==> src/rtl/oemreq_pkg.sv <==
package oemreq_pkg;
  timeunit 1ns;
  timeprecision 1ps;

  localparam int unsigned BYTE_W        = 8;
  localparam logic [5:0]  NETFN_OEM_REQ = 6'h2E;
  localparam logic [5:0]  NETFN_OEM_RSP = 6'h2F;
  localparam logic [23:0] VENDOR_NUM    = 24'd49871;
  localparam int unsigned REQ_HDR_BYTES = 7;
  localparam int unsigned RSP_HDR_BYTES = 8;
  localparam int unsigned CMD_LOWEST    = 1;
  localparam int unsigned CMD_HIGHEST   = 4;

  // vendor number is serialized low byte first
  function automatic logic [7:0] vendor_byte(input logic [1:0] pos);
    case (pos)
      2'd0:    return VENDOR_NUM[7:0];
      2'd1:    return VENDOR_NUM[15:8];
      default: return VENDOR_NUM[23:16];
    endcase
  endfunction

  function automatic logic cmd_allocated(input logic [7:0] c);
    return (c >= 8'(CMD_LOWEST)) && (c <= 8'(CMD_HIGHEST));
  endfunction

  // bytes that follow the length byte: rest of header plus data
  function automatic logic [7:0] rsp_len_byte(input logic [7:0] n);
    return 8'(RSP_HDR_BYTES - 1) + n;
  endfunction

  function automatic logic [7:0] rsp_hdr_byte(input logic [2:0] pos,
                                              input logic [7:0] n,
                                              input logic [1:0] lun,
                                              input logic [7:0] seq,
                                              input logic [7:0] cmd,
                                              input logic [7:0] cc);
    case (pos)
      3'd0:    return rsp_len_byte(n);
      3'd1:    return {NETFN_OEM_RSP, lun};
      3'd2:    return seq;
      3'd3:    return cmd;
      3'd4:    return cc;
      3'd5:    return vendor_byte(2'd0);
      3'd6:    return vendor_byte(2'd1);
      default: return vendor_byte(2'd2);
    endcase
  endfunction
endpackage

==> src/rtl/oemreq_beat_ctr.sv <==
module oemreq_beat_ctr #(
  parameter int unsigned W = 9
) (
  input  logic         clk,
  input  logic         rst_n,
  input  logic         restart,
  input  logic         step,
  output logic [W-1:0] cnt
);
  timeunit 1ns;
  timeprecision 1ps;

  localparam logic [W-1:0] CNT_TOP = '1;

  always_ff @(posedge clk or negedge rst_n) begin
    if (!rst_n)                       cnt <= '0;
    else if (restart)                 cnt <= '0;
    else if (step && cnt != CNT_TOP)  cnt <= cnt + 1'b1;
  end
endmodule

==> src/rtl/oemreq_rx_parse.sv <==
module oemreq_rx_parse
  import oemreq_pkg::*;
#(
  parameter int unsigned IDX_W = 9
) (
  input  logic              clk,
  input  logic              rst_n,
  input  logic              in_vld,
  input  logic [BYTE_W-1:0] in_byte,
  input  logic              in_last,
  output logic              hdr_vld,
  output logic [BYTE_W-1:0] cmd_code,
  output logic [1:0]        req_lun,
  output logic [BYTE_W-1:0] req_seq,
  output logic              pay_vld,
  output logic [BYTE_W-1:0] pay_byte,
  output logic              pay_last,
  output logic              frame_done,
  output logic              frame_err,
  output logic              hdr_pass_o
);
  timeunit 1ns;
  timeprecision 1ps;

  localparam logic [IDX_W-1:0] IDX_HDR_END = IDX_W'(REQ_HDR_BYTES - 1);
  localparam logic [IDX_W-1:0] IDX_PAY0    = IDX_W'(REQ_HDR_BYTES);

  logic [IDX_W-1:0]  idx;
  logic [BYTE_W-1:0] len_q, seq_t, cmd_t, len_now;
  logic [1:0]        lun_t;
  logic              bad_q, hdr_ok_q;
  logic              bad_now, bad_next, hdr_done_w, hdr_pass_w;
  logic              past_hdr_w, hdr_ok_eff, len_ok_w, end_bad_w, pass_pay_w;

  oemreq_beat_ctr #(.W(IDX_W)) u_idx (
    .clk     (clk),
    .rst_n   (rst_n),
    .restart (in_vld & in_last),
    .step    (in_vld),
    .cnt     (idx)
  );

  always_comb begin
    bad_now = 1'b0;
    if (idx == IDX_W'(1))
      bad_now = (in_byte[7:2] != NETFN_OEM_REQ);
    else if (idx == IDX_W'(3))
      bad_now = !cmd_allocated(in_byte);
    else if (idx >= IDX_W'(4) && idx <= IDX_HDR_END)
      bad_now = (in_byte != vendor_byte(2'(idx - IDX_W'(4))));
  end

  assign len_now    = (idx == '0) ? in_byte : len_q;
  assign bad_next   = ((idx == '0) ? 1'b0 : bad_q) | bad_now;
  assign hdr_done_w = in_vld && (idx == IDX_HDR_END);
  assign hdr_pass_w = hdr_done_w && !bad_next;
  assign past_hdr_w = (idx >= IDX_PAY0);
  assign hdr_ok_eff = past_hdr_w ? hdr_ok_q : hdr_pass_w;
  assign len_ok_w   = (idx == IDX_W'(len_now));
  assign end_bad_w  = !(hdr_ok_eff && len_ok_w);
  assign pass_pay_w = in_vld && past_hdr_w && hdr_ok_q;
  assign hdr_pass_o = hdr_pass_w;

  always_ff @(posedge clk or negedge rst_n) begin
    if (!rst_n) begin
      len_q    <= '0;
      lun_t    <= '0;
      seq_t    <= '0;
      cmd_t    <= '0;
      bad_q    <= 1'b0;
      hdr_ok_q <= 1'b0;
    end else if (in_vld) begin
      bad_q <= bad_next;
      if (idx == IDX_W'(0)) len_q <= in_byte;
      if (idx == IDX_W'(1)) lun_t <= in_byte[1:0];
      if (idx == IDX_W'(2)) seq_t <= in_byte;
      if (idx == IDX_W'(3)) cmd_t <= in_byte;
      if (in_last)         hdr_ok_q <= 1'b0;
      else if (hdr_done_w) hdr_ok_q <= !bad_next;
    end
  end

  always_ff @(posedge clk or negedge rst_n) begin
    if (!rst_n) begin
      hdr_vld    <= 1'b0;
      cmd_code   <= '0;
      req_lun    <= '0;
      req_seq    <= '0;
      pay_vld    <= 1'b0;
      pay_byte   <= '0;
      pay_last   <= 1'b0;
      frame_done <= 1'b0;
      frame_err  <= 1'b0;
    end else begin
      hdr_vld    <= hdr_pass_w;
      pay_vld    <= pass_pay_w;
      pay_last   <= pass_pay_w && in_last;
      frame_done <= in_vld && in_last;
      frame_err  <= in_vld && in_last && end_bad_w;
      if (pass_pay_w) pay_byte <= in_byte;
      if (hdr_pass_w) begin
        cmd_code <= cmd_t;
        req_lun  <= lun_t;
        req_seq  <= seq_t;
      end
    end
  end
endmodule

==> config.mk <==
export PLATFORM = sky130hd
export DESIGN_NAME = oemreq_rx_parse
export DESIGN_NICKNAME = d
export VERILOG_FILES = /design/src/rtl/oemreq_pkg.sv /design/src/rtl/oemreq_beat_ctr.sv /design/src/rtl/oemreq_rx_parse.sv
export SDC_FILE = /design/constraint.sdc
export NUM_CORES = 1
export LEC_CHECK = 0
export CELL_PAD_IN_SITES_DETAIL_PLACEMENT = 0
export CELL_PAD_IN_SITES_GLOBAL_PLACEMENT = 1
export CORE_ASPECT_RATIO = 2
export CORE_UTILIZATION = 44
export CTS_CLUSTER_DIAMETER = 120
export DETAILED_ROUTE_END_ITERATION = 10
export HOLD_SLACK_MARGIN = 0.03
export PLACE_DENSITY_LB_ADDON = 0.1
export SKIP_LAST_GASP = 1
export SLEW_MARGIN = 20
export SYNTH_ARGS = -nofsm -noshare
export SYNTH_HDL_FRONTEND = slang
export SYNTH_HIERARCHICAL = 1
export SYNTH_SLANG_ARGS = --single-unit
==> constraint.sdc <==
create_clock -name clk -period 2.3 [get_ports clk]
set_clock_uncertainty 0.05 [all_clocks]
set_input_delay 0.46 -clock clk [delete_from_list [all_inputs] [get_ports clk]]
set_output_delay 0.46 -clock clk [all_outputs]
set_load 0.005 [all_outputs]
==> impl_metrics.ini, run 1 <==
[synthesis]
yosys_warnings = 6
synthTopCellsByCount = 68 x dfrtp_1, 39 x mux2_2, 11 x nand3_1
synthCells = 238
yosys.area.top_type = dfrtp_1
ys_seq_area_frac = 0.5466
synthXorXnorAreaFrac = 0.02251
synthSimpleGateAreaFrac = 0.1137
synth_edf_count = 0
ys.flop_type = dfrtp_1
synth_compound_area_frac = 0.07436
synth_area_per_cell_sq_um = 13.08
synth.area.mux_share = 0.2038
synth_area_sq_um = 3113
synth_seq_cells = 68
synthAdderAreaFrac = 0.008039
synth_top_area_frac = 0.5466
synth_nets = 252
yosysMostFrequentCell = dfrtp_1
synth_area_leaders = dfrtp_1 55%, mux2_2 14%, mux2_4 4.3%
synth_top_family_by_area = multiplexers
async_flop_share = 1.000
synth_cell_types = 47

[power_and_ir_drop]
comb_power_share = 0.312
p_sw_frac = 0.2797
p_leak_nw = 1.930
switching_power_mw = 1.211
p_seq_frac = 0.404
power-per-cell-area_nw_per_um2 = 1033
p_int_mw = 3.120
vdd_drop_max_mv = 0.4887
clkPwrFrac = 0.284

[status]
status = finished with violations
violations = setup timing

[floorplan]
die_h_um = 121.0
io_pins = 44
initial_utilization = 0.4520
dieArea_sq_um = 7435
row_count = 43
core_sq_um = 6887
die_w_um = 61.48

[detailed_routing]
drt_iter0_drc = 67
wirelength_um = 7455
dr.pass1.iters = 4
drc = 0
vias = 2207
wire_per_inst_um = 17.92
vias_per_cell = 5.305
final_antenna_net_count = 0

[cts]
cts.sinks = 68
clkTransAtPathRegs_ns = 0.05
cts_buffers = 9
cts_tree = done
htreeDepth = 3
cts_hold_buf = 0
insertion_delay_ns = 0.33
clockBufferDepth = 2
root_buffer = clkbuf_16

[worst_setup_path]
cp_data_arrival_time_ns = 1.85
cp_max_fo = 5
cp.required_ns = 1.79
r2r_cells = 6
cp-end-kind = output port
timing.critical_path.from = u_idx/cnt[7]
r2r-start = u_idx/cnt[7]
crit_end = hdr_pass_o
worstReg2RegEnd = req_seq[1]
critPathKind = reg2out
startpoint_type = register
r2r_slack_ns = 0.07

[global_routing]
grt.total_usage = 0.2280
grt_max_degree = 69
grt_pass1_vias = 2273
grt_overflow = 0
grt_pass1_wl_um = 11760
antenna_found_initial = 0

[timing]
fmax_ghz = 0.4233
period_minus_slack_ns = 2.363
maxSlewHeadroom = 0.7635
min_period_over_period = 1.027
setup_tns_ns = -0.06259
drv_slew = 0
timing.final.hold_violations = 0
setup_violations = 1
postLayoutSetupSlackWorst_ns = -0.06259
worst_pin_slew_ns = 0.3548
rsz0062_at_grt = yes

[final_layout]
diodes = 0
area_delta_synth_final_pct = 34.65
multi_input_area_sq_um = 1336
fin_nets = 336
seqCellArea_sq_um = 1702
drive_above_1_share = 0.3558
n_fill_cell = 617

[placed_design]
dp_slack_ns = -0.5895
hpwl_um = 5470
globalplace.congestion = 0.8178
port_buffers = 43

[flow_run]
cap_violations = 0

[min_path]
hp-class = in2async
## through the flow
stage	hold WS [ns]	instances	instance area, sq um	total power [mW]	utilization
5_1_grt	0.1353	416	4192	4.580	0.6086
2_1_floorplan	0.1144	238	3113	2.516	-
3_5_place_dp	0.4210	398	3887	3.097	0.5645
6_report	0.1016	416	4192	4.332	0.6086
3_3_place_gp	0.4159	398	3887	3.065	0.5645
4_1_cts	0.1086	416	4180	4.373	0.6070
## power groups by stage
stage | Clock (mW) | Combinational [mW] | Sequential (mW)
finish | 1.23 | 1.35 | 1.75
global route | 1.31 | 1.47 | 1.80
CTS | 1.27 | 1.36 | 1.75
detailed placement | 0 | 1.33 | 1.77
global placement | 0 | 1.30 | 1.76
floorplan | 0 | 0.781 | 1.73
## final cells by class
class                   instances  area share
flip-flops and latches         68      0.4060
multi-input cells             152      0.3188
repair buffers                 83      0.1767
clock buffers                  13     0.06209
well taps                      90     0.02687
inverters                       8    0.007164
clock inverters                 2    0.002388
## placed cells by master (no fill, tap or decap), drive strengths merged, types with 3 or more instances in the layout
master         instances
dlygate4sd2            4
dfrtp                 68
mux2i                  6
clkdlybuf4s50         37
mux2                  48
nand4b                 3
nand3                 12
inv                    8
nand2                  8
o21ai                  9
xnor2                  6
clkbuf                13
nand4                  5
a311oi                 3
or3                    3
nand2b                 3
nor2                  11
a21oi                  7
buf                   42
o31ai                  3
## state kept, by name, summed over array words and instances (netlist names)
| signal | flops |
|---|---|
| req_seq | 8 |
| req_lun | 2 |
| bad_q | 1 |
| len_q | 8 |
| cmd_code | 8 |
| hdr_ok_q | 1 |
| cmd_t | 8 |
| u_idx/cnt | 9 |
| pay_byte | 8 |
| pay_last | 1 |
| hdr_vld | 1 |
| seq_t | 8 |
| lun_t | 2 |
| pay_vld | 1 |
| frame_done | 1 |
| frame_err | 1 |
## per-layer routing
layer,vias to the layer above,part of all wire,track usage
met1,1101,0.37,0.2411
met3,19,0.025,0.05330
met5,-,0,0
met2,49,0.56,0.3940
met4,0,0.040,0.1278
li1,1038,-,-
## kinds of logic after synthesis
family,count (synthesis)
adders and majority gates,2
buffers and inverters,18
muxes,54
DFF,68
and+or+nand+nor,56
AOI/OAI and AO/OA,32
xor gates and xnor gates,8
## what timing repair did
item                                    4_1_cts  5_1_grt
buffers inserted                              3        0
endpoints found under the setup margin       19       12
pin swaps                                     6        0
resized for setup                            11        3
## critical path, cell delays in order (launching register included)
cell      delay, ns
dfrtp_1        0.41
nor4_4         0.40
nand3_2        0.17
a311oi_4       0.35
nor2_4         0.07
buf_2          0.13
## worst min path at each step
stage                        to  slack, ns  cells past startpoint
global placement       cmd_t[3]       0.42                      2
CTS                     hdr_vld       0.11                      2
global route           cmd_t[7]       0.14                      2
detailed placement     cmd_t[3]       0.42                      2
floorplan                 bad_q       0.11                      0
finish              cmd_code[4]       0.10                      2
(Power assumes the default switching activity.)
==> run 2, diff against run 1 <==
- CAP_MARGIN: unset -> 10
==> results of run 2 <==
Same layout as run 1: the final DEF is identical, and so are final timing and power.
